$ cat config.mk
export PLATFORM = sky130hd
export DESIGN_NAME = ea_gen
export DESIGN_NICKNAME = d
export VERILOG_FILES = /design/src/rtl/eag_pkg.sv /design/src/rtl/eag_collector.sv /design/src/rtl/eag_postbyte_dec.sv /design/src/rtl/eag_base_sel.sv /design/src/rtl/eag_addr_form.sv /design/src/rtl/ea_gen.sv
export SDC_FILE = /design/constraint.sdc
export NUM_CORES = 1
export LEC_CHECK = 0
export BUFFER_PORTS_ARGS = -buffer_cell sky130_fd_sc_hd__buf_2
export CORE_UTILIZATION = 50
export DETAILED_ROUTE_END_ITERATION = 6
export PLACE_DENSITY = 0.8
export SLEW_MARGIN = 20
export SYNTH_ARGS = -nofsm -noshare
export SYNTH_HDL_FRONTEND = slang
export SYNTH_SLANG_ARGS = --single-unit
$ cat constraint.sdc
create_clock -name clk -period 6.5 [get_ports clk]
set_input_delay 0.975 -clock clk [delete_from_list [all_inputs] [get_ports clk]]
set_output_delay 0.975 -clock clk [all_outputs]
set_load 0.005 [all_outputs]
$ cat src/rtl/eag_pkg.sv
package eag_pkg;
   localparam int BYTE_W    = 8;
   localparam int NUM_BASE  = 4;
   localparam int MAX_BYTES = 3;
   localparam int CNT_W     = 2;

   typedef enum logic [1:0] {
      AM_DIR = 2'b00,
      AM_EXT = 2'b01,
      AM_IDX = 2'b10,
      AM_RSV = 2'b11
   } am_e;

   typedef enum logic [1:0] {
      IX_OFF5  = 2'b00,
      IX_OFF9  = 2'b01,
      IX_OFF16 = 2'b10,
      IX_BAD   = 2'b11
   } ixform_e;
endpackage

$ cat src/rtl/eag_collector.sv
module eag_collector
   import eag_pkg::*;
(
   input  logic              clk,
   input  logic              rst_n,
   input  logic              start_i,
   input  am_e               mode_i,
   input  logic              byte_valid_i,
   input  logic [BYTE_W-1:0] byte_i,
   input  logic              last_i,
   output logic              accept_o,
   output logic              active_o,
   output am_e               cur_mode_o,
   output logic [CNT_W-1:0]  cur_idx_o,
   output logic [BYTE_W-1:0] view_o [MAX_BYTES]
);
   localparam int HOLD = MAX_BYTES - 1;

   logic              active_q;
   am_e               mode_q;
   logic [CNT_W-1:0]  cnt_q;
   logic [BYTE_W-1:0] hold_q [HOLD];

   assign cur_mode_o = start_i ? mode_i : mode_q;
   assign cur_idx_o  = start_i ? '0 : cnt_q;
   assign accept_o   = byte_valid_i && (start_i || active_q);
   assign active_o   = active_q;

   // Bytes already held come from storage; the byte at the current slot comes live.
   for (genvar k = 0; k < HOLD; k++) begin : g_view
      assign view_o[k] = (cur_idx_o == CNT_W'(k)) ? byte_i : hold_q[k];
   end
   assign view_o[HOLD] = byte_i;

   always_ff @(posedge clk or negedge rst_n) begin
      if (!rst_n) begin
         active_q <= 1'b0;
         mode_q   <= AM_DIR;
         cnt_q    <= '0;
      end else begin
         if (start_i) begin
            active_q <= 1'b1;
            mode_q   <= mode_i;
            cnt_q    <= '0;
         end
         if (accept_o) begin
            if (last_i) begin
               active_q <= 1'b0;
               cnt_q    <= '0;
            end else begin
               cnt_q <= cur_idx_o + CNT_W'(1);
            end
         end
      end
   end

   for (genvar k = 0; k < HOLD; k++) begin : g_hold
      always_ff @(posedge clk or negedge rst_n) begin
         if (!rst_n)
            hold_q[k] <= '0;
         else if (accept_o && !last_i && cur_idx_o == CNT_W'(k))
            hold_q[k] <= byte_i;
      end
   end

   // never more than two bytes are held waiting
   p_hold_bound_r5: assert property (@(posedge clk) disable iff (!rst_n)
      cnt_q <= CNT_W'(HOLD));

   // a start without a byte leaves an empty, active collector
   p_start_clears_r10: assert property (@(posedge clk) disable iff (!rst_n)
      (start_i && !byte_valid_i) |=> (active_q && cnt_q == '0));
endmodule

$ cat src/rtl/eag_postbyte_dec.sv
module eag_postbyte_dec
   import eag_pkg::*;
(
   input  logic [BYTE_W-1:0] pb_i,
   output ixform_e           form_o,
   output logic [1:0]        sel_o,
   output logic [CNT_W-1:0]  need_o
);
   always_comb begin
      form_o = IX_BAD;
      sel_o  = 2'b00;
      need_o = CNT_W'(1);
      if (!pb_i[5]) begin
         form_o = IX_OFF5;
         sel_o  = pb_i[7:6];
         need_o = CNT_W'(1);
      end else if (pb_i[7:5] == 3'b111 && pb_i[2:1] == 2'b00) begin
         form_o = IX_OFF9;
         sel_o  = pb_i[4:3];
         need_o = CNT_W'(2);
      end else if (pb_i[7:5] == 3'b111 && pb_i[2:0] == 3'b010) begin
         form_o = IX_OFF16;
         sel_o  = pb_i[4:3];
         need_o = CNT_W'(3);
      end
   end
endmodule

$ cat src/rtl/eag_base_sel.sv
module eag_base_sel
   import eag_pkg::*;
#(
   parameter int ADDR_W = 16
) (
   input  logic [ADDR_W-1:0] base_i [NUM_BASE],
   input  logic [1:0]        sel_i,
   output logic [ADDR_W-1:0] base_o
);
   logic [ADDR_W-1:0] masked [NUM_BASE];

   for (genvar g = 0; g < NUM_BASE; g++) begin : g_mask
      assign masked[g] = (sel_i == 2'(g)) ? base_i[g] : '0;
   end

   always_comb begin
      base_o = '0;
      for (int k = 0; k < NUM_BASE; k++) base_o |= masked[k];
   end
endmodule

$ cat src/rtl/eag_addr_form.sv
module eag_addr_form
   import eag_pkg::*;
#(
   parameter int ADDR_W = 16
) (
   input  am_e               mode_i,
   input  ixform_e           form_i,
   input  logic [ADDR_W-1:0] base_i,
   input  logic [BYTE_W-1:0] b0_i,
   input  logic [BYTE_W-1:0] b1_i,
   input  logic [BYTE_W-1:0] b2_i,
   output logic [ADDR_W-1:0] ea_o
);
   localparam int PAD5  = ADDR_W - 5;
   localparam int PAD9  = ADDR_W - 9;
   localparam int PAD16 = ADDR_W - 16;

   logic [ADDR_W-1:0] off5, off9, off16, offset;

   assign off5 = {{PAD5{b0_i[4]}}, b0_i[4:0]};
   assign off9 = {{PAD9{b0_i[0]}}, b0_i[0], b1_i};

   if (PAD16 > 0) begin : g_wide
      assign off16 = {{PAD16{b1_i[7]}}, b1_i, b2_i};
   end else begin : g_exact
      assign off16 = {b1_i, b2_i};
   end

   always_comb begin
      case (form_i)
         IX_OFF5:  offset = off5;
         IX_OFF9:  offset = off9;
         IX_OFF16: offset = off16;
         default:  offset = '0;
      endcase
   end

   always_comb begin
      case (mode_i)
         AM_DIR:  ea_o = ADDR_W'(b0_i);
         AM_EXT:  ea_o = ADDR_W'({b0_i, b1_i});
         AM_IDX:  ea_o = (form_i == IX_BAD) ? '0 : base_i + offset;
         default: ea_o = '0;
      endcase
   end
endmodule

$ cat src/rtl/ea_gen.sv
module ea_gen
   import eag_pkg::*;
#(
   parameter int ADDR_W = 16
) (
   input  logic              clk,
   input  logic              rst_n,
   input  logic              start_i,
   input  logic [1:0]        mode_i,
   input  logic              byte_valid_i,
   input  logic [7:0]        byte_i,
   input  logic [ADDR_W-1:0] reg_x_i,
   input  logic [ADDR_W-1:0] reg_y_i,
   input  logic [ADDR_W-1:0] reg_sp_i,
   input  logic [ADDR_W-1:0] reg_pc_i,
   output logic [ADDR_W-1:0] ea_o,
   output logic              done_o,
   output logic [1:0]        nbytes_o,
   output logic              illegal_o
);
   if (ADDR_W < 16) begin : g_bad_width
      $error("ea_gen: ADDR_W must be at least 16");
   end

   logic              accept, active, last;
   am_e               cur_mode;
   logic [CNT_W-1:0]  cur_idx;
   logic [BYTE_W-1:0] view [MAX_BYTES];
   ixform_e           form;
   logic [1:0]        sel;
   logic [CNT_W-1:0]  idx_need, need;
   logic              bad;
   logic [ADDR_W-1:0] bases [NUM_BASE];
   logic [ADDR_W-1:0] base, ea_raw;

   eag_collector u_collector (
      .clk          (clk),
      .rst_n        (rst_n),
      .start_i      (start_i),
      .mode_i       (am_e'(mode_i)),
      .byte_valid_i (byte_valid_i),
      .byte_i       (byte_i),
      .last_i       (last),
      .accept_o     (accept),
      .active_o     (active),
      .cur_mode_o   (cur_mode),
      .cur_idx_o    (cur_idx),
      .view_o       (view)
   );

   eag_postbyte_dec u_dec (
      .pb_i   (view[0]),
      .form_o (form),
      .sel_o  (sel),
      .need_o (idx_need)
   );

   assign bases[0] = reg_x_i;
   assign bases[1] = reg_y_i;
   assign bases[2] = reg_sp_i;
   assign bases[3] = reg_pc_i;

   eag_base_sel #(.ADDR_W(ADDR_W)) u_base (
      .base_i (bases),
      .sel_i  (sel),
      .base_o (base)
   );

   eag_addr_form #(.ADDR_W(ADDR_W)) u_form (
      .mode_i (cur_mode),
      .form_i (form),
      .base_i (base),
      .b0_i   (view[0]),
      .b1_i   (view[1]),
      .b2_i   (view[2]),
      .ea_o   (ea_raw)
   );

   always_comb begin
      case (cur_mode)
         AM_DIR:  need = CNT_W'(1);
         AM_EXT:  need = CNT_W'(2);
         AM_IDX:  need = idx_need;
         default: need = CNT_W'(1);
      endcase
   end

   assign bad       = (cur_mode == AM_RSV) || (cur_mode == AM_IDX && form == IX_BAD);
   assign last      = accept && (CNT_W'(cur_idx + CNT_W'(1)) == need);
   assign done_o    = last;
   assign illegal_o = last && bad;
   assign nbytes_o  = last ? need : 2'd0;
   assign ea_o      = (last && !bad) ? ea_raw : '0;

   // done cannot repeat unless a new sequence starts
   p_done_pulse_r9: assert property (@(posedge clk) disable iff (!rst_n)
      done_o |=> (start_i || !done_o));

   // result outputs are quiet outside the done cycle
   p_quiet_idle_r9: assert property (@(posedge clk) disable iff (!rst_n)
      !done_o |-> (ea_o == '0 && nbytes_o == 2'd0 && !illegal_o));

   // an illegal completion carries a zero address after one byte
   p_illegal_zero_r8: assert property (@(posedge clk) disable iff (!rst_n)
      illegal_o |-> (ea_o == '0 && nbytes_o == 2'd1));

   // direct results stay in page zero
   p_dir_page0_r1: assert property (@(posedge clk) disable iff (!rst_n)
      (done_o && cur_mode == AM_DIR) |-> (ea_o[ADDR_W-1:8] == '0 && nbytes_o == 2'd1));

   // extended always takes two bytes
   p_ext_two_r2: assert property (@(posedge clk) disable iff (!rst_n)
      (done_o && cur_mode == AM_EXT) |-> nbytes_o == 2'd2);

   // no completion without an open sequence
   p_idle_quiet_r11: assert property (@(posedge clk) disable iff (!rst_n)
      (!active && !start_i) |-> !done_o);
endmodule

Word-level counts from Yosys, hierarchy flattened

Index checks and enable logic that the tools add are counted.

Register bits: 21
Input bits: 78
Output and inout bits: 20
Word-level logic and storage cells: 70

Add/sub/neg operators: 2
Eq/ne operators: 13
Multiplexer cells: 28
Bitwise gates (word level): 3
Reductions and logical operators: 19

Operator list:

| kind                                                 | number |
|---|---|
| 2-to-1 mux 16 bit                                    | 6 |
| one-hot mux 16 bit (3 select lines)                  | 2 |
| bitwise OR 16 bit                                    | 3 |
| 2-to-1 mux 2 bit                                     | 13 |
| adder 16 bit                                         | 1 |
| 2-to-1 mux 8 bit                                     | 2 |
| equality test 2 bit (second input constant)          | 6 |
| logical AND 1 bit                                    | 10 |
| logical NOT 2 bit                                    | 5 |
| equality test 2 x 1 -> 1 bit (second input constant) | 4 |
| 2-to-1 mux 1 bit                                     | 4 |
| one-hot mux 2 bit (2 select lines)                   | 1 |
| equality test 3 x 2 -> 1 bit (second input constant) | 1 |
| equality test 3 bit (second input constant)          | 1 |
| adder 2 x 1 -> 2 bit (second input constant)         | 1 |
| equality test 2 bit                                  | 1 |
| logical NOT 1 bit                                    | 2 |
| logical OR 1 bit                                     | 2 |

Longest topological paths before layout

Gate-level depths: netlist of the first run.

Depth in word-level cells: 17
Mapped depth: 23
Depth with buffers taken out: 21

Cells and area by module

A second synthesis of the first run with hierarchy kept.

Cell total of the unflattened synthesis: 335
Area, all modules: 3176.8 um^2

By module, submodules not included:

| module           | times used | cells each | area each (um^2) | seq. area each (um^2) |
|---|---|---|---|---|
| eag_addr_form    | 1          | 167        | 1193.6           | 0.0 |
| eag_collector    | 1          | 81         | 1108.6           | 525.5 |
| eag_base_sel     | 1          | 20         | 427.9            | 0.0 |
| ea_gen           | 1          | 56         | 365.4            | 0.0 |
| eag_postbyte_dec | 1          | 11         | 81.3             | 0.0 |

Worst setup path before layout of the first run

Ideal clock, no wire load.

Path type: input -> output
Start point: in start_i
End point: out ea_o[13]
Data arrival time: 4.747 ns
Data required time: 5.525 ns
Path slack: 0.778 ns
Stages on the path: 21
Path buffers: 2
Cell sequence: nor2b_1 > inv_1 > ha_1 > buf_6 > nor2b_2 > nand4b_2 > a21oi_4 > a22oi_1 > clkbuf_1 > a211oi_1 > a31oi_1 > ha_1 > a21o_1 > a21oi_1 > o21ai_0 > a31o_2 > a311o_1 > a31oi_1 > xnor2_1 > a22oi_1 > nor2_1

Cells in the longest elaborated chain, start to end: 17
Elaborated cells between the ends (all ways): 54
Classes of those cells: 2 x add/sub; 13 x eq/ne; 22 x mux; 3 x bitwise; 14 x reduce/logical

Ends and longest elaborated chain:

| what                                                                       | RTL line                                       | source |
|---|---|---|
| from (decl)                                                                | ea_gen.sv:8                                    | `input logic start_i,` |
| 2-to-1 mux 2 bit                                                           | eag_collector.sv:25                            | `assign cur_idx_o = start_i ? '0 : cnt_q;` |
| logical NOT 2 bit                                                          | eag_collector.sv:31                            | `assign view_o[k] = (cur_idx_o == CNT_W'(k)) ? byte_i : hold_q[k];` |
| 2-to-1 mux 8 bit                                                           | eag_collector.sv:31                            |  |
| equality test 3 bit / equality test 3 x 2 -> 1 bit (equally long branches) | eag_postbyte_dec.sv:17, eag_postbyte_dec.sv:21 |  |
| logical AND 1 bit                                                          | eag_postbyte_dec.sv:21                         | `end else if (pb_i[7:5] == 3'b111 && pb_i[2:0] == 3'b010) begin` |
| 2-to-1 mux 2 bit                                                           | eag_postbyte_dec.sv:21                         |  |
| 2-to-1 mux 2 bit                                                           | eag_postbyte_dec.sv:17                         | `end else if (pb_i[7:5] == 3'b111 && pb_i[2:1] == 2'b00) begin` |
| 2-to-1 mux 2 bit                                                           | eag_postbyte_dec.sv:13                         | `if (!pb_i[5]) begin` |
| equality test 2 x 1 -> 1 bit / logical NOT 2 bit (equally long branches)   | eag_base_sel.sv:13                             | `assign masked[g] = (sel_i == 2'(g)) ? base_i[g] : '0;` |
| 2-to-1 mux 16 bit                                                          | eag_base_sel.sv:13                             |  |
| bitwise OR 16 bit (3 in a row)                                             | eag_base_sel.sv:18                             | `for (int k = 0; k < NUM_BASE; k++) base_o \|= masked[k];` |
| adder 16 bit                                                               | eag_addr_form.sv:42                            | `AM_IDX: ea_o = (form_i == IX_BAD) ? '0 : base_i + offset;` |
| 2-to-1 mux 16 bit                                                          | eag_addr_form.sv:42                            |  |
| one-hot mux 16 bit (3 select lines)                                        | eag_addr_form.sv:39                            | `case (mode_i)` |
| 2-to-1 mux 16 bit *                                                        | ea_gen.sv:93                                   | `assign ea_o = (last && !bad) ? ea_raw : '0;` |
| to (decl)                                                                  | ea_gen.sv:16                                   | `output logic [ADDR_W-1:0] ea_o,` |

Mark *: on every way between the ends. The rest lies on a longest branch, timed or not.

Final worst setup path of the first run

Same ends and word-level chain as after synthesis.

==> results.toml, run 1 <==
[pwr]
power_frac_seq_pct = 22.6
p_sw_uw = 474
power.total_mw = 1.02
p_int_uw = 550
power.density_nw_per_um2 = 292
power_frac_clock_pct = 8.5
leakage_nw = 1.72
combPwrFrac_pct = 68.9
switching_share_pct = 46.3
peakVddDrop_uv = 180

[detailed_routing]
dr_wl_met3_um = 541
wirelength_um = 8290
avgViaCountPerCell = 6.05
wl_met1_um = 3600
met2_length_um = 4010
drt-wirelength-per-cell_um = 16.0
drtIter0Drc = 341
antenna_left = 0
firstDrtPassIters = 5
drcViolationCount = 0
vias = 3135
top_layer = "met4"

[logic_synthesis]
seq_area_frac_synth_pct = 18.3
ys_ff_latch = 21
synthFlopType = "dfrtp_1"
synth_top_family_by_area = "compound AO/OA/AOI/OAI gates"
synth_edf_count = 0
yosys_warnings = 0
synth_cells = 355
yosys.area_share.adder_pct = 9.84
syn_nets = 455
synthXorXnorAreaFrac_pct = 4.88
synth_cell_types = 53
synth_compound_area_share_pct = 28.8
yosys.area_share.simple_pct = 20.3
avgSynthCellArea_um2 = 8.10
async_flop_share_pct = 100
synthMuxAreaShare_pct = 12.8
syn_area_um2 = 2870

[cts]
clkSlewWorstSetupHoldPaths_ns = 0.08
cts.sinks = 21
clock_path_buffers = 2
cts_made_buffers = 3
clock_latency_ns = 0.26
ctsHoldBuffers = 0
cts_max_level = 1
cts_tree = "done"
root_buffer = "clkbuf_8"

[job]
cap_violations = 0

[timing]
rsz0062_at_grt = "no"
maxSlewViolCount = 0
setup_viol = 0
post-route-period-util_pct = 94.3
setup_tns_ns = 0
hold_viol = 0
clock_skew_ns = 0.00235
period_minus_slack_ns = 6.13
worst_slack_ns = 0.368
fmaxAchievable_mhz = 163
tightest_slew_ns = 0.593
max_slew_margin_pct = 60.5

[critical_path]
cp_num_buf_inv = 4
worstSetupStartpointType = "input port"
worstSetupPathType = "in -> out"
arrival_ns = 5.16
path_cells = "buf_2 > nor2b_1 > inv_1 > ha_4 > nor2b_2 > a32o_1 > a21oi_4 > a22oi_2 > buf_4 > nand2_1 > a31oi_1 > ha_1 > a21o_1 > a21oi_1 > o21ai_0 > a31o_2 > a311o_1 > a31oi_1 > xnor2_1 > a22oi_1 > nor2_1 > buf_2"
cpLargestDelayFamily = "compound AO/OA/AOI/OAI gates"
endpoint_kind = "primary output"
cp.required_ns = 5.52
crit_path_top_delay_cell = "a22oi_2"
crit_fanout = 18
slowest_delay_ns = 0.48

[cells_and_area]
final_design_area_no_fill_um2 = 3510
drive_gt1_share_pct = 34.1
fill_cells = 472
synthToLayoutAreaGrowth_pct = 22.2
antenna_cells = 0
nNetsFinal = 547

[min_path]
hold_class = "reg -> reg"

[placement]
hpwl_um = 6630
place.gp.congestion = 0.932
dpl_worst_slack_ns = 0.110
placed_area_um2 = 3410
portBuffers = 97

[die]
dieArea_um2 = 6060
die_w_um = 77.8
core_um2 = 5510
die_h_um = 77.8
initial_utilization_pct = 52.2
fp-row-count = 27
pin_count = 98

[grt]
gr-usage-all-layers_pct = 28.7
grt_pass1_wl_um = 13800
grt_max_degree = 22
grt_pass1_vias = 2889
antenna_found_initial = 0
grt_overflow = 0

[status]
status = "completed"
-- what timing repair did --
| item | in CTS | in global routing |
|---|---|---|
| endpoints found under the hold margin | 0 | 0 |
| buffers inserted | 0 | 4 |
| endpoints found under the setup margin | 0 | 9 |
| gates resized for setup | 0 | 6 |
-- cells in the final DEF (no fill, tap or decap), types with 9 or more instances in the layout --
cell,n
and2_1,14
a21o_1,11
mux2i_1,11
inv_1,9
buf_4,12
dfrtp_1,21
buf_2,97
a31oi_1,21
ha_1,20
mux2_2,22
nand2_1,41
a211oi_1,14
a21oi_1,14
nor2b_1,15
o21ai_0,15
nor2_1,20
-- metrics by stage --
stage / utilization, % / hold slack [ns] / instances
after global placement: 61.9 / 0.502 / 510
after global routing: 63.8 / 0.553 / 518
after floorplan: - / 0.477 / 355
after CTS: 62.7 / 0.538 / 514
final: 63.8 / 0.537 / 518
after detailed placement: 61.9 / 0.518 / 510
-- sequential cells by signal, indices dropped and copies added, names as in the netlist --
| register | flops |
|---|---|
| u_collector.hold_q | 16 |
| u_collector.cnt_q | 2 |
| u_collector.active_o | 1 |
| u_collector.mode_q | 2 |
-- cells by family (layout without fill, tap and decap cells) --
group | count (synthesis) | after routing
muxes | 34 | 34
DFF | 21 | 21
and+or+nand+nor | 115 | 115
buffers and inverters | 31 | 122
xor gates and xnor gates | 16 | 16
AOI/OAI and AO/OA | 116 | 116
adders and majority gates | 22 | 22
-- layer usage --
metal	GRT usage, %	vias up
met4	7.17	0
met5	0	-
li1	-	1506
met3	3.06	14
met2	49.2	143
met1	38.3	1472
-- synthesized netlist by cell type (9+ instances only) --
master,count,area share [%]
a31oi_1,21,4.6
a21oi_1,14,2.4
dfrtp_1,21,18
o21ai_0,15,2.6
and2_1,14,3.0
nor2b_1,16,3.5
nand2_1,41,5.4
inv_1,9,1.2
a22oi_1,9,2.4
a21o_1,11,2.9
mux2_2,22,8.6
nor2_1,20,2.6
ha_1,21,9.1
clkbuf_1,14,1.8
mux2i_1,11,3.8
a211oi_1,15,3.9
-- area by class of cell --
type | count | area (µm²) | share of cell area, %
well taps | 72 | 90.1 | 2.57
clock buffers | 3 | 41.3 | 1.18
inverters | 9 | 33.8 | 0.962
repair buffers | 109 | 576 | 16.4
flip-flops and latches | 21 | 526 | 15.0
clock inverters | 1 | 5.00 | 0.143
multi-input cells | 303 | 2240 | 63.8
-- power by group through the flow --
stage	Sequential, mW	Clock [mW]	Combinational (mW)
floorplan	0.217	0	0.524
global placement	0.228	0	0.667
finish	0.232	0.0872	0.706
CTS	0.230	0.0893	0.682
global route	0.239	0.0958	0.778
detailed placement	0.232	0	0.679
-- worst paths after layout --
check | slack [ns] | start | to | cells after the start
max in group asynchronous | 5.53 | rst_n | u_collector.hold_q[1]$_DFFE_PN0P_ | 1
worst min-delay path | 0.54 | u_collector.hold_q[3]$_DFFE_PN0P_ | u_collector.hold_q[3]$_DFFE_PN0P_ | 1
worst max register to register | 3.31 | u_collector.cnt_q[0]$_DFF_PN0_ | u_collector.hold_q[2]$_DFFE_PN0P_ | 12
min in group asynchronous | 0.65 | rst_n | u_collector.active_o$_DFF_PN0_ | 1
worst min register to register | 0.54 | u_collector.hold_q[3]$_DFFE_PN0P_ | u_collector.hold_q[3]$_DFFE_PN0P_ | 1
worst max-delay path | 0.37 | start_i | ea_o[13] | 22
Power figures use the tool's default switching activity.
==> run 2, diff against run 1 <==
--- a/config.mk
+++ b/config.mk
@@ -7,9 +7,11 @@
 export LEC_CHECK = 0
 export BUFFER_PORTS_ARGS = -buffer_cell sky130_fd_sc_hd__buf_2
 export CORE_UTILIZATION = 50
+export CTS_BUF_LIST = sky130_fd_sc_hd__clkbuf_2 sky130_fd_sc_hd__clkbuf_4 sky130_fd_sc_hd__clkbuf_8
 export DETAILED_ROUTE_END_ITERATION = 6
-export PLACE_DENSITY = 0.8
+export PLACE_DENSITY = 0.78
 export SLEW_MARGIN = 20
 export SYNTH_ARGS = -nofsm -noshare
 export SYNTH_HDL_FRONTEND = slang
+export SYNTH_HIERARCHICAL = 1
 export SYNTH_SLANG_ARGS = --single-unit
==> run 2 against run 1 <==
  * Routed wire length increased by 5.4%
  * Clock skew increased by 0.00092 ns
  * Cell area increased by 10%
  * Via count decreased by 2.1%
  * Clock power increased by 0.6%
  * Die area increased by 10%
  * Non-clock buffer count increased by 7
  * Maximum frequency decreased by 2.8%
  * Sequential power decreased by 9.9%
  * Combinational power increased by 59%
==> results.toml, run 2 <==
[status]
status = "completed"

[detailed_routing]
avgViaCountPerCell = 6.08
firstDrtPassIters = 5
drcViolationCount = 0
wirelength_um = 8740
vias = 3069
drtIter0Drc = 296
antenna_left = 0
drt-wirelength-per-cell_um = 17.3

[timing]
fmaxAchievable_mhz = 159
tightest_slew_ns = 0.808
max_slew_margin_pct = 45.8
setup_tns_ns = 0
worst_slack_ns = 0.191
hold_viol = 0
maxSlewViolCount = 0
clock_skew_ns = 0.00327
setup_viol = 0
period_minus_slack_ns = 6.31
post-route-period-util_pct = 97.1

[critical_path]
worstSetupStartpointType = "input port"
reg2reg_from = "u_collector/cnt_q[0]$_DFF_PN0_"
slowest_delay_ns = 0.54
cp.required_ns = 5.52
endpoint_kind = "primary output"
reg2reg_slack_ns = 2.71
cpLargestDelayFamily = "compound AO/OA/AOI/OAI gates"
crit_path_start = "start_i"
crit_path_top_delay_cell = "mux4_2"
worstSetupPathType = "in -> out"
crit_path_end = "ea_o[14]"
crit_fanout = 6
cp_num_buf_inv = 4
reg2reg_depth = 13
cp.depth = 19
path_cells = "buf_2 > and2b_1 > inv_1 > ha_2 > mux2_2 > and4b_4 > a32o_2 > mux4_2 > ha_2 > fa_1 > a21oi_2 > o2bb2ai_1 > o31ai_2 > a21oi_2 > or3_1 > a32o_1 > inv_1 > nor3_2 > buf_2"
r2r-end = "u_collector/hold_q[11]$_DFFE_PN0P_"
arrival_ns = 5.33

[logic_synthesis]
syn_nets = 434
synthTopCellsByCount = "35 x mux2_2, 26 x inv_1, 26 x nand2_1"
synth_top_area_cell = "dfrtp_1"
seq_area_frac_synth_pct = 16.5
yosys_warnings = 6
synth_cells = 335
ys_ff_latch = 21
avgSynthCellArea_um2 = 9.48
async_flop_share_pct = 100
syn_area_um2 = 3180
synth_edf_count = 0
synthFlopType = "dfrtp_1"
synth_cell_types = 62
synth_top_cell_area_share_pct = 16.5
synth_most_common_cell = "mux2_2"
ys_top_cells_by_area = "dfrtp_1 17%, mux2_2 12%, ha_1 7.9%, mux4_2 6.4%, mux4_1 5.8%"

[grt]
grt_pass1_vias = 2837
antenna_found_initial = 0
grt_overflow = 0
gr-usage-all-layers_pct = 26.7
grt_max_degree = 22
grt_pass1_wl_um = 13700

[cells_and_area]
synthToLayoutAreaGrowth_pct = 22.1
final_common_cell = "buf_2"
drive_gt1_share_pct = 48.4
reg.largest.list = "u_collector/hold_q (16), u_collector/cnt_q (2), u_collector/mode_q (2)"
top_register = "u_collector/hold_q"
nNetsFinal = 530
final_cells = 505
antenna_cells = 0
utilization_pct = 64.4
mostFrequentLayoutCells = "97 x buf_2, 35 x mux2_2, 26 x inv_1, 26 x nand2_1, 21 x dfrtp_1"
largest_reg_flops = 16

[die]
die_h_um = 81.7
dieArea_um2 = 6680
initial_utilization_pct = 52.7
fp-row-count = 28
pin_count = 98
die_w_um = 81.7
core_um2 = 6030

[job]
cap_violations = 0

[placement]
portBuffers = 97
place.gp.congestion = 0.953
dpl.cell_count = 495
dpl_worst_slack_ns = 0.0373
hpwl_um = 6990

[cts]
ctsHoldBuffers = 0
root_buffer = "clkbuf_8"
cts_max_level = 1
cts_made_buffers = 3
clkSlewWorstSetupHoldPaths_ns = 0.07
clock_path_buffers = 2
cts.sinks = 21
clock_latency_ns = 0.26
cts_tree = "done"

[min_path]
hold_class = "reg -> reg"
hp-start = "u_collector/hold_q[8]$_DFFE_PN0P_"

[pwr]
peakVddDrop_uv = 188
leakage_nw = 1.78
power.density_nw_per_um2 = 366
power.total_mw = 1.42
==> run 2: worst reg2reg max path: stages, from the launching register on <==
cell	delay [ns]
dfrtp_1	0.36
and2b_1	0.17
inv_1	0.07
ha_2	0.21
mux2_2	0.36
buf_4	0.16
nand4b_1	0.19
a21oi_1	0.18
a21oi_1	0.12
o21a_1	0.21
o22ai_4	0.55
inv_2	0.21
nor3b_4	0.47
mux2_2	0.40
==> run 2: logic make-up (layout without fill, tap and decap cells) <==
| logic type | Yosys count | after routing | synth area share, % |
|---|---|---|---|
| AND/OR/NAND/NOR | 76 | 76 | 14.3 |
| multiplexers | 62 | 62 | 28.0 |
| flip-flops | 21 | 21 | 16.5 |
| buffers and inverters | 52 | 147 | 8.51 |
| XOR/XNOR | 13 | 13 | 3.58 |
| adder cells (fa/ha/maj) | 21 | 21 | 8.51 |
| AO/OA/AOI/OAI | 90 | 90 | 20.5 |
==> run 2: repair_timing <==
item | CTS | global route
setup buffers | 0 | 5
resized for setup | 0 | 23
setup endpoints to repair | 0 | 8
endpoints found under the hold margin | 0 | 0
==> run 2: worst min-delay path by stage <==
| stage | cells after the start | to | slack, ns |
|---|---|---|---|
| after global placement | 1 | u_collector/hold_q[6]$_DFFE_PN0P_ | 0.49 |
| after floorplan | 1 | u_collector/hold_q[0]$_DFFE_PN0P_ | 0.48 |
| final | 1 | u_collector/hold_q[8]$_DFFE_PN0P_ | 0.52 |
| after global routing | 1 | u_collector/hold_q[8]$_DFFE_PN0P_ | 0.54 |
| after detailed placement | 1 | u_collector/hold_q[10]$_DFFE_PN0P_ | 0.50 |
| after CTS | 1 | u_collector/hold_q[8]$_DFFE_PN0P_ | 0.52 |
==> run 2: metal layers <==
| layer | vias to the layer above | track usage, % | wire (µm) |
|---|---|---|---|
| met3 | 14 | 5.22 | 728 |
| met5 | - | 0 | 0 |
| met4 | 0 | 6.67 | 97 |
| li1 | 1438 | - | - |
| met2 | 180 | 46.2 | 4350 |
| met1 | 1437 | 33.9 | 3570 |
==> run 2: power by group <==
group | leakage (nW) | switching [mW] | total (mW) | internal (mW)
sequential | 0.249 | 0.0286 | 0.209 | 0.181
clock | 0.0262 | 0.0400 | 0.0877 | 0.0478
combinational | 1.51 | 0.604 | 1.12 | 0.518
total | 1.78 | 0.673 | 1.42 | 0.746
==> run 2: cell type report <==
class,instances,area [µm²]
multi-input cells,262,2470
inverters,27,101
clock buffers,4,48.8
fillers,481,2150
well taps,75,93.8
repair buffers,116,639
flip-flops and latches,21,526
==> run 2: metrics by stage <==
| step | area (µm²) | hold WS [ns] |
|---|---|---|
| final | 3880 | 0.517 |
| after global routing | 3880 | 0.538 |
| after global placement | 3680 | 0.487 |
| after floorplan | 3180 | 0.477 |
| after detailed placement | 3680 | 0.497 |
| after CTS | 3730 | 0.516 |
==> run 3, diff against run 2 <==
==> constraint.sdc (replaced) <==
create_clock -name clk -period 6.5 [get_ports clk]
set_input_delay 1.3 -clock clk [delete_from_list [all_inputs] [get_ports clk]]
set_output_delay 1.3 -clock clk [all_outputs]
set_load 0.005 [all_outputs]
==> run 3 against run 2 <==
  * The flow now finishes with violations (setup timing)
  * Register-to-register slack lost 0.10 ns
  * Via count grew 11%
  * Clock skew grew 0.0061 ns
  * Cell area grew 16%
  * Worst hold slack lost 0.0028 ns
  * First-iteration DRC count shrank 13%
  * Non-clock buffer count grew 51
  * Die area is the same
  * Clock power grew 2%
  * Worst setup slack lost 0.40 ns
  * Largest cell class unchanged
  * Highest routed layer unchanged
==> results.toml, run 3 (synthesized netlist as in run 2, its figures left out) <==
[grt]
grt_max_degree = 22
grt_pass1_wl_um = 14600
antenna_found_initial = 0
grt_pass1_vias = 3150
grt_overflow = 0
gr-usage-all-layers_pct = 28.4

[cells_and_area]
synthToLayoutAreaGrowth_pct = 41.1
antenna_cells = 0
top_register = "u_collector/hold_q"
regArea_um2 = 526
drive_gt1_share_pct = 58.6
fill_cells = 417
reg.largest.list = "u_collector/hold_q (16), u_collector/cnt_q (2), u_collector/mode_q (2)"
nNetsFinal = 581
largest_reg_flops = 16
final_common_cell = "buf_2"
multi_input_area_um2 = 2640
mostFrequentLayoutCells = "96 x buf_2, 63 x buf_4, 34 x mux2_2"

[die]
die_h_um = 81.7
die_w_um = 81.7
initial_utilization_pct = 52.7
core_um2 = 6030
fp-row-count = 28
pin_count = 98
dieArea_um2 = 6680

[detailed_routing]
avgViaCountPerCell = 6.14
drt-wirelength-per-cell_um = 18.9
firstDrtPassIters = 5
vias = 3416
drtIter0Drc = 257
drcViolationCount = 0
wirelength_um = 10500
antenna_left = 0

[timing]
period_minus_slack_ns = 6.71
setup_tns_ns = -0.878
post-route-period-util_pct = 103
hold_viol = 0
fmaxAchievable_mhz = 149
tightest_slew_ns = 0.788
worst_slack_ns = -0.207
clock_skew_ns = 0.00940
max_slew_margin_pct = 47.1
maxSlewViolCount = 0
rsz0062_at_grt = "yes"
setup_viol = 9

[critical_path]
endpoint_kind = "primary output"
arrival_ns = 5.41
cp.required_ns = 5.20
worstSetupStartpointType = "input port"
r2r-end = "u_collector/hold_q[7]$_DFFE_PN0P_"
reg2reg_from = "u_collector/cnt_q[0]$_DFF_PN0_"
worstSetupPathType = "in -> out"
reg2reg_slack_ns = 2.61
reg2reg_depth = 13
crit_path_start = "start_i"
crit_fanout = 7

[cts]
cts_max_level = 1
cts_tree = "done"
cts_made_buffers = 3
cts.sinks = 21
root_buffer = "clkbuf_8"
clkSlewWorstSetupHoldPaths_ns = 0.08
clock_latency_ns = 0.26
clock_path_buffers = 2

[pwr]
p_int_uw = 992
combPwrFrac_pct = 83.7
switching_share_pct = 45.8
leakage_nw = 2.07
peakVddDrop_uv = 250
power_frac_clock_pct = 4.9
power_frac_seq_pct = 11.4
p_sw_uw = 838
power.density_nw_per_um2 = 408

[status]
violations = "setup timing"
status = "finished with violations"

[placement]
portBuffers = 97
hpwl_um = 7200
place.gp.congestion = 0.935
dpl_worst_slack_ns = -0.460

[min_path]
hold_class = "reg -> reg"
hold_path_end = "u_collector/hold_q[5]$_DFFE_PN0P_"
hp-start = "u_collector/hold_q[5]$_DFFE_PN0P_"
hold_depth = 1

[job]
cap_violations = 0
-- run 3: changes by cell type in the layout (fill, tap and decap cells not counted), moves of 5 or more --
| cell | previous run | this run |
|---|---|---|
| buf_4 | 16 | 63 |
| ha_4 | 4 | 9 |
| o21ai_0 | 18 | 10 |
| o21ai_1 | 4 | 10 |
-- run 3: timing repair --
| item | 4_1_cts | 5_1_grt |
|---|---|---|
| hold buffers | 0 | 0 |
| setup endpoints to repair | 11 | 11 |
| gates resized for setup | 28 | 30 |
| pin swaps | 17 | 19 |
| buffers inserted | 5 | 3 |
-- run 3: how the worst max path moves through the flow --
stage	to	slack, ns	cells past startpoint
after floorplan	ea_o[14]	0.0006	19
after global placement	ea_o[14]	-0.38	20
after detailed placement	ea_o[14]	-0.46	20
after CTS	ea_o[14]	-0.12	20
after global routing	ea_o[14]	-0.35	20
final	ea_o[14]	-0.21	20
-- run 3: power by group through the flow --
stage	Clock (mW)	Combinational [mW]	Sequential, mW
floorplan	0	0.818	0.198
global placement	0	1.20	0.205
detailed placement	0	1.22	0.209
CTS	0.0911	1.33	0.207
global route	0.0990	1.62	0.213
finish	0.0897	1.53	0.208
-- run 3: area by class of cell --
type / count / area share, %
multi-input cells: 262 / 58.9
repair buffers: 167 / 23.9
flip-flops and latches: 21 / 11.7
inverters: 27 / 2.32
well taps: 75 / 2.09
clock buffers: 4 / 1.09
-- run 3: critical path: stages --
cell and delay, ns:
buf_6 0.07, and2b_2 0.22, inv_2 0.08, ha_4 0.19, mux2_4 0.31, and4b_4 0.32
a32o_2 0.23, buf_12 0.14, mux4_2 0.53, ha_4 0.19, fa_2 0.37, a21oi_4 0.22
o2bb2ai_4 0.09, o31ai_4 0.26, a21oi_2 0.09, or3_1 0.32, a32o_1 0.23, inv_1 0.06
nor3_2 0.04, buf_2 0.15
-- run 3: per-stage QoR --
stage | utilization (%) | power (mW) | instance area (µm²) | hold slack, ns | instances
floorplan | - | 1.02 | 3220 | 0.477 | 335
global route | 74.4 | 1.93 | 4480 | 0.529 | 556
finish | 74.4 | 1.83 | 4480 | 0.514 | 556
CTS | 71.7 | 1.63 | 4320 | 0.516 | 553
global placement | 68.5 | 1.40 | 4130 | 0.488 | 544
detailed placement | 68.5 | 1.43 | 4130 | 0.498 | 544
-- run 3: metal layers --
metal  part of all wire, %  global-route usage, %  vias to the layer above
met5                     0                      0                        -
met4                   4.3                   6.84                        0
met3                   8.2                   3.78                       55
met2                    49                   50.0                      224
met1                    39                   36.7                     1600
li1                      -                      -                     1537
